**src/rtl/ct_sel_pkg.sv**
```systemverilog
package ct_sel_pkg;

    // Token handed from the address walker to the compare stage, one cycle later
    typedef struct packed {
        logic vld;
        logic last;
        logic decap;
    } tok_t;

endpackage

```
**src/rtl/ct_sel_walker.sv**
```systemverilog
module ct_sel_walker
    import ct_sel_pkg::*;
#(
    parameter int LEN_A = 768,
    parameter int LEN_B = 1088,
    parameter int LEN_C = 1568,
    localparam int AW = $clog2(LEN_C)
) (
    input  logic          clk_i,
    input  logic          rst_ni,
    input  logic          start_i,
    input  logic [1:0]    level_i,
    input  logic          decap_i,
    output logic [AW-1:0] rd_addr_o,
    output logic          busy_o,
    output logic          idle_o,
    output tok_t          tok_o
);
    localparam logic [AW-1:0] LIM_A = AW'(LEN_A - 1);
    localparam logic [AW-1:0] LIM_B = AW'(LEN_B - 1);
    localparam logic [AW-1:0] LIM_C = AW'(LEN_C - 1);

    typedef struct packed {
        logic          busy;
        logic [AW-1:0] idx;
        logic [AW-1:0] lim;
        logic          decap;
        tok_t          tok;
    } walk_t;

    walk_t st_d, st_q;
    logic [AW-1:0] lim_sel;

    always_comb begin
        unique case (level_i)
            2'd0:    lim_sel = LIM_A;
            2'd1:    lim_sel = LIM_B;
            default: lim_sel = LIM_C;
        endcase
    end

    always_comb begin
        st_d     = st_q;
        st_d.tok = '0;
        if (st_q.busy) begin
            st_d.tok.vld   = 1'b1;
            st_d.tok.last  = (st_q.idx == st_q.lim);
            st_d.tok.decap = st_q.decap;
            if (st_q.idx == st_q.lim) begin
                st_d.busy = 1'b0;
                st_d.idx  = '0;
            end else begin
                st_d.idx = st_q.idx + 1'b1;
            end
        end else if (start_i && !st_q.tok.vld) begin
            st_d.busy  = 1'b1;
            st_d.idx   = '0;
            st_d.lim   = lim_sel;
            st_d.decap = decap_i;
        end
    end

    always_ff @(posedge clk_i or negedge rst_ni) begin
        if (!rst_ni) st_q <= '0;
        else         st_q <= st_d;
    end

    assign rd_addr_o = st_q.idx;
    assign busy_o    = st_q.busy;
    assign idle_o    = !st_q.busy && !st_q.tok.vld;
    assign tok_o     = st_q.tok;
endmodule

```
**src/rtl/ct_sel_accum.sv**
```systemverilog
module ct_sel_accum
    import ct_sel_pkg::*;
(
    input  logic       clk_i,
    input  logic       rst_ni,
    input  logic       clr_i,
    input  tok_t       tok_i,
    input  logic [7:0] byte_a_i,
    input  logic [7:0] byte_b_i,
    output logic       reject_o,
    output logic       done_o
);
    typedef struct packed {
        logic acc;
        logic reject;
        logic done;
    } acc_t;

    acc_t st_d, st_q;
    logic diff_now;

    assign diff_now = |(byte_a_i ^ byte_b_i);

    always_comb begin
        st_d      = st_q;
        st_d.done = 1'b0;
        if (clr_i) begin
            st_d.acc    = 1'b0;
            st_d.reject = 1'b0;
        end else if (tok_i.vld) begin
            st_d.acc = st_q.acc | diff_now;
            if (tok_i.last) begin
                st_d.reject = (st_q.acc | diff_now) & tok_i.decap;
                st_d.done   = 1'b1;
            end
        end
    end

    always_ff @(posedge clk_i or negedge rst_ni) begin
        if (!rst_ni) st_q <= '0;
        else         st_q <= st_d;
    end

    assign reject_o = st_q.reject;
    assign done_o   = st_q.done;
endmodule

```
**src/rtl/ct_sel_keymux.sv**
```systemverilog
module ct_sel_keymux #(
    parameter int KEY_W = 256,
    localparam int LANES = KEY_W / 8
) (
    input  logic             sel_i,
    input  logic [KEY_W-1:0] cand_i,
    input  logic [KEY_W-1:0] rej_i,
    output logic [KEY_W-1:0] key_o
);
    // Per-byte lanes, each driven by a full-width select mask
    for (genvar g = 0; g < LANES; g++) begin : g_lane
        logic [7:0] m_w;
        assign m_w = {8{sel_i}};
        assign key_o[g*8 +: 8] = (rej_i[g*8 +: 8] & m_w) | (cand_i[g*8 +: 8] & ~m_w);
    end
endmodule

```
**src/rtl/ct_reject_select.sv**
```systemverilog
module ct_reject_select
    import ct_sel_pkg::*;
#(
    parameter int KEY_W = 256,
    parameter int LEN_A = 768,
    parameter int LEN_B = 1088,
    parameter int LEN_C = 1568,
    localparam int AW = $clog2(LEN_C)
) (
    input  logic             clk_i,
    input  logic             rst_ni,
    input  logic             start_i,
    input  logic [1:0]       level_i,
    input  logic             decap_i,
    output logic [AW-1:0]    rd_addr_o,
    input  logic [7:0]       recomp_byte_i,
    input  logic [7:0]       recv_byte_i,
    input  logic [KEY_W-1:0] cand_key_i,
    input  logic [KEY_W-1:0] rej_key_i,
    output logic             busy_o,
    output logic             done_o,
    output logic             reject_o,
    output logic [KEY_W-1:0] key_o
);
    tok_t tok_w;
    logic idle_w;

    ct_sel_walker #(.LEN_A(LEN_A), .LEN_B(LEN_B), .LEN_C(LEN_C)) walk_i (
        .clk_i, .rst_ni, .start_i, .level_i, .decap_i,
        .rd_addr_o, .busy_o, .idle_o(idle_w), .tok_o(tok_w)
    );

    ct_sel_accum acc_i (
        .clk_i, .rst_ni,
        .clr_i   (start_i && idle_w),
        .tok_i   (tok_w),
        .byte_a_i(recomp_byte_i),
        .byte_b_i(recv_byte_i),
        .reject_o, .done_o
    );

    ct_sel_keymux #(.KEY_W(KEY_W)) mux_i (
        .sel_i (reject_o),
        .cand_i(cand_key_i),
        .rej_i (rej_key_i),
        .key_o
    );
endmodule

```
**config.mk**
```make
export PLATFORM = sky130hd
export DESIGN_NAME = ct_reject_select
export DESIGN_NICKNAME = d
export VERILOG_FILES = /design/src/rtl/ct_sel_pkg.sv /design/src/rtl/ct_sel_walker.sv /design/src/rtl/ct_sel_accum.sv /design/src/rtl/ct_sel_keymux.sv /design/src/rtl/ct_reject_select.sv
export SDC_FILE = /design/constraint.sdc
export NUM_CORES = 1
export LEC_CHECK = 0
export CORE_AREA = 3 3 314 316
export CTS_CLUSTER_DIAMETER = 80
export DETAILED_ROUTE_END_ITERATION = 12
export DIE_AREA = 0 0 317 319
export GPL_TIMING_DRIVEN = 1
export SYNTH_ARGS = -nofsm -noshare
export SYNTH_HDL_FRONTEND = slang
export SYNTH_SLANG_ARGS = --single-unit
```
**constraint.sdc**
```tcl
create_clock -name clk_i -period 5.4 [get_ports clk_i]
set_clock_uncertainty 0.15 [all_clocks]
set_input_delay 0.81 -clock clk_i [delete_from_list [all_inputs] [get_ports clk_i]]
set_output_delay 0.81 -clock clk_i [all_outputs]
set_load 0.1 [all_outputs]
```
=== After elaboration in Yosys (flattened, before gate mapping) ===
Index checks and enable logic that the tools add are counted.

* Bits in registers: 30
* Latch bits: 0
* Memory bits (writable): 0
* ROM bits: 0
* Output and inout bits: 270
* Word-level logic and storage cells: 136
* Memories: 0

* Add/subtract/negate cells: 1
* $mul: 0
* Div/mod/pow operators: 0
* Magnitude comparators: 0
* Equality and inequality tests: 2
* Shift-type cells: 0
* Multiplexer cells: 10
* Bitwise operators: 101
* Reduce and logical (&&, ||, !) cells: 12

{| class="wikitable"
|+ Operators by type and width
! kind !! number
|-
| AND 8 bit || 64
|-
| OR 8 bit || 32
|-
| 2-to-1 mux 24 bit || 1
|-
| one-hot mux 11 bit (2 select lines) || 1
|-
| 2-to-1 mux 12 bit || 1
|-
| adder 11 x 1 -> 11 bit (second input constant) || 1
|-
| equality test 11 bit || 1
|-
| 2-to-1 mux 11 bit || 1
|-
| inverter 8 bit || 1
|-
| OR reduction 8 bit || 1
|-
| bitwise XOR 8 bit || 1
|-
| 2-to-1 mux 3 bit || 2
|-
| nonzero test 2 bit || 3
|-
| 2-to-1 mux 2 bit || 2
|-
| AND reduction 2 bit || 2
|-
| logical AND 1 bit || 3
|-
| equality test 2 x 1 -> 1 bit (second input constant) || 1
|-
| zero test 1 bit || 2
|-
| zero test 2 bit || 1
|-
| 2-to-1 mux 1 bit || 2
|-
| AND 1 bit || 1
|-
| inverter 1 bit || 1
|-
| OR 1 bit || 1
|}

=== Longest topological paths before layout ===
* Depth after elaboration: 7
* Depth in mapped cells: 7

=== Cells and area by module ===
Synthesis repeated with hierarchy kept, for this count alone.

* Cells, all modules: 418
* Area, all modules: 4484.3 um^2

{| class="wikitable"
|+ Modules (own cells, without submodules)
! module !! times used !! cells an instance !! area each (um^2) !! sequential area each (um^2)
|-
| ct_sel_keymux || 1 || 284 || 3188.1 || 0.0
|-
| ct_sel_walker || 1 || 112 || 1088.5 || 525.5
|-
| ct_sel_accum || 1 || 21 || 201.4 || 75.1
|-
| ct_reject_select || 1 || 1 || 6.3 || 0.0
|}

=== Worst setup path after synthesis ===
OpenSTA, ideal clock, no wires.

* Kind: register to output
* Start point: reg acc_i.st_q (netlist bit acc_i.reject_o)
* End point: out key_o[100]
* Arrival: 2.166 ns
* Path slack: 2.274 ns
* Stages on the path, launching flop included: 5
* Buffers on the path: 3
* Cells stage by stage: dfrtp_1 > clkbuf_1 > clkbuf_1 > buf_2 > mux2_2

* Word-level cells in the longest chain between the ends: 3

{| class="wikitable"
|+ Ends and longest elaborated chain
! what !! RTL line !! source
|-
| start: declaration || ct_sel_accum.sv:19 || <nowiki>acc_t st_d, st_q;</nowiki>
|-
| start signal: assignment || ct_sel_accum.sv:41 || <nowiki>else st_q <= st_d;</nowiki>
|-
| inverter 8 bit || ct_sel_keymux.sv:14 || <nowiki>assign key_o[g*8 +: 8] = (rej_i[g*8 +: 8] & m_w) | (cand_i[g*8 +: 8] & ~m_w);</nowiki>
|-
| AND 8 bit || ct_sel_keymux.sv:14 ||
|-
| OR 8 bit (*) || ct_sel_keymux.sv:14 ||
|-
| end: declaration || ct_reject_select.sv:23 || <nowiki>output logic [KEY_W-1:0] key_o</nowiki>
|}

Mark *: on every way between the ends. The rest lies on a longest branch, timed or not.

=== Worst setup path after layout ===
* Start point: reg acc_i.st_q (netlist bit acc_i.reject_o)
* End point: out key_o[218]

The elaborated chain is that of the path after synthesis.

==> impl_results.md <==
- WS Path Type: flop to output port
- Cts hold-fix bufs: 0
- Highest Clock Rate: between 200 and 250 MHz
- Core Rows: around 110
- Setup bufs post-CTS: 0
- CP max-delay cell: clkdlybuf4s50_1
- Inserted Clock Buffers: 3
- Multi-input gate area: about 3400 um2
- Chip height: about 320 um
- Pin count of the biggest net entering global routing: 69
- CTS root buf: clkbuf_16
- Worst path max stage delay: 1130 ps
- Fin crit period: 4145 ps
- CTS sink cnt: 24
- I/O pin cnt: about 800
- Max cap viols: 0
- Number of synthesized register bits: 24
- WP buf/inv: 2
- Post-DP HPWL: between 70000 and 80000 um
- Vias in the first global route: ~7100
- Setup crit start kind: flop
- Commonest non-fill, non-tap cell in the layout: clkdlybuf4s50_1
- Min-Delay Path Class: flop to flop
- Post-Syn Instances: around 410
- Core area: 96280 um2
- Worst path cell trace: buf_4 > mux2_2 > clkdlybuf4s50_1
- Global-route wire length before repair: about 89000 um
- Peak supply drop: approximately 0.46 mV
- Clock-pin slew on the worst setup and hold paths: approximately 70 ps
- Static leakage: ~4.7 nW
- GRT overflow: 0
- RePlAce Congestion: between 0.9 and 1
- Fillers: between 10000 and 15000
- Post-Syn Area: about 4300 um2
- Initial drt markers: about 310
- Mean Syn Cell Area: 10.47 um2
- Power, Total: 7.184 mW
- H-tree Lvls: 1
- Post-Route WL: between 70000 and 80000 um
- Max-slew violations: 0
- RSZ-0062 raised after global routing: false
- Vias per cell: about 2.9
- Fin nets: roughly 1700
- Die Span X: 317 um
- Area growth, synth to finish: 220.7%
- CTS tree: built
- Worst rel slew slack: 0.2226
- Least-Margin Pin Slew: 1162 ps
- Sequential share of the synthesized area: 0.1402
- Pwr Density: 523.0 nW/um2
- Syn nets: approximately 940
- IO buf count: between 800 and 900
- Gr usage total: 0.1399
- DR vias: 7181
- Antenna violations before repair: ~120
- Routed WL per cell: 30.44 um
- Fin Setup TNS: 0 ps
- Crit-path leading delay family: buffers and inverters
- Outcome: completed
- Clock Path Buffers: 2
- YS warnings: 0
- Cts repair resizes: 0
- CP endpoint kind: output port
- Crit path required time: 4440 ps
- FF+latch area: approximately 600 um2
- Clk_lat worst skew: ~260 ps
- Crit share post-route: 0.7677
- Most frequent cells in the layout: clkdlybuf4s50_1 (731), mux2_2 (256), buf_4 (76)
- Drt first pass iters: 4
- Layout cells sized above 1: 0.2918
- Die ar.: roughly 100000 um2
- Final Hold Fails: 0
- Crit Path Max Fanout: 40
- Setup violators final: 0
- # DRC: 0
- Distinct cell type count after synthesis: 35
- Routed Antenna Nets: 0
- WP data arrival: between 3000 and 4000 ps
- Initial Util: 0.04448
metrics by stage:
step	utilization	instances	setup WS [ps]	hold WS, ps	instance area, um2
floorplan	-	409	2274	288.0	4283
global placement	0.1411	2451	1502	303.6	13580
detailed placement	0.1411	2451	1477	304.4	13580
CTS	0.1422	2455	1156	321.6	13690
global route	0.1422	2455	1111	365.1	13690
finish	0.1427	2474	1255	317.9	13740
logic make-up (layout without fill, tap and decap cells):
kind of cell	count (synthesis)	after routing	synth area share
XOR/XNOR	21	21	0.04295
multiplexers	257	257	0.6754
flip-flops	24	24	0.1402
adder cells (fa/ha/maj)	1	1	0.002921
buffers and inverters	47	817	0.06018
AND/OR/NAND/NOR	49	49	0.06164
other	0	19	0
AO/OA/AOI/OAI	10	10	0.01665
registers in the layout, summed over array words and instances (netlist names):
register and flops:
acc_i.done_o 1, acc_i.reject_o 1, walk_i.rd_addr_o 11, walk_i.st_q 6, walk_i.busy_o 1, acc_i.st_q 1
walk_i.tok_o 3
area by class of cell:
cell class | count | area share
repair buffers | 810 | 0.5786
multi-input cells | 338 | 0.2493
well taps | 1276 | 0.1162
flip-flops and latches | 24 | 0.04399
clock buffers | 3 | 0.005465
diodes | 19 | 0.003461
clock inverters | 1 | 0.002186
inverters | 3 | 0.0008197
worst reg2reg max path, delay by kind of cell, from the launching register on:
| family | cells | cell delay, ps |
|---|---|---|
| AND/OR/NAND/NOR | 3 | 970 |
| flip-flops | 1 | 460 |
| AO/OA/AOI/OAI | 1 | 280 |
layer usage:
layer	global-route usage	wire length (um)	vias up
met5	0	498	-
met4	0.002465	576	74
met2	0.2133	31460	598
met1	0.1721	30670	3295
met3	0.09403	12110	144
li1	-	-	3070
synth_stat cells:
cell type	number	area, um2
and2_1	3	18.77
nand4_1	4	25.02
a22o_2	1	10.01
a21o_2	1	8.760
xnor2_1	8	70.07
nor3_1	9	45.04
inv_1	3	11.26
xor2_1	13	113.9
nor4_1	1	6.260
nor2_1	4	15.01
mux2_2	256	2883
or3_1	2	12.51
and4_2	1	10.01
buf_4	11	82.58
nand3_1	8	40.04
clkbuf_1	4	15.01
or4_1	1	7.510
buf_2	26	130.1
and3_1	2	12.51
o22ai_1	1	6.260
buf_1	2	7.510
buf_6	1	11.26
and4_1	2	17.52
nand2_1	9	33.78
and3_2	1	7.510
o21a_1	1	7.510
nand2b_1	2	12.51
a21oi_1	1	5.000
ha_1	1	12.51
dfrtp_1	24	600.6
o21ai_0	2	10.01
a211oi_1	1	7.510
mux2i_1	1	10.01
a31oi_1	1	6.260
a32o_1	1	10.01
worst paths after layout:
kind	from	to	slack, ps	cells past startpoint
min reg2reg	walk_i.st_q[3]	walk_i.st_q[3]	320	2
max in group asynchronous	rst_ni	acc_i.reject_o	3260	1
max	acc_i.reject_o	key_o[218]	1250	3
min in group asynchronous	rst_ni	acc_i.reject_o	1010	1
max reg2reg	walk_i.rd_addr_o[6]	walk_i.rd_addr_o[10]	3390	4
min	walk_i.st_q[3]	walk_i.st_q[3]	320	2
power breakdown:
group	switching, mW	internal, mW
sequential	0.158	0.249
clock	0.0658	0.147
combinational	4.77	1.79
total	5.00	2.19
Power figures use the tool's default switching activity.
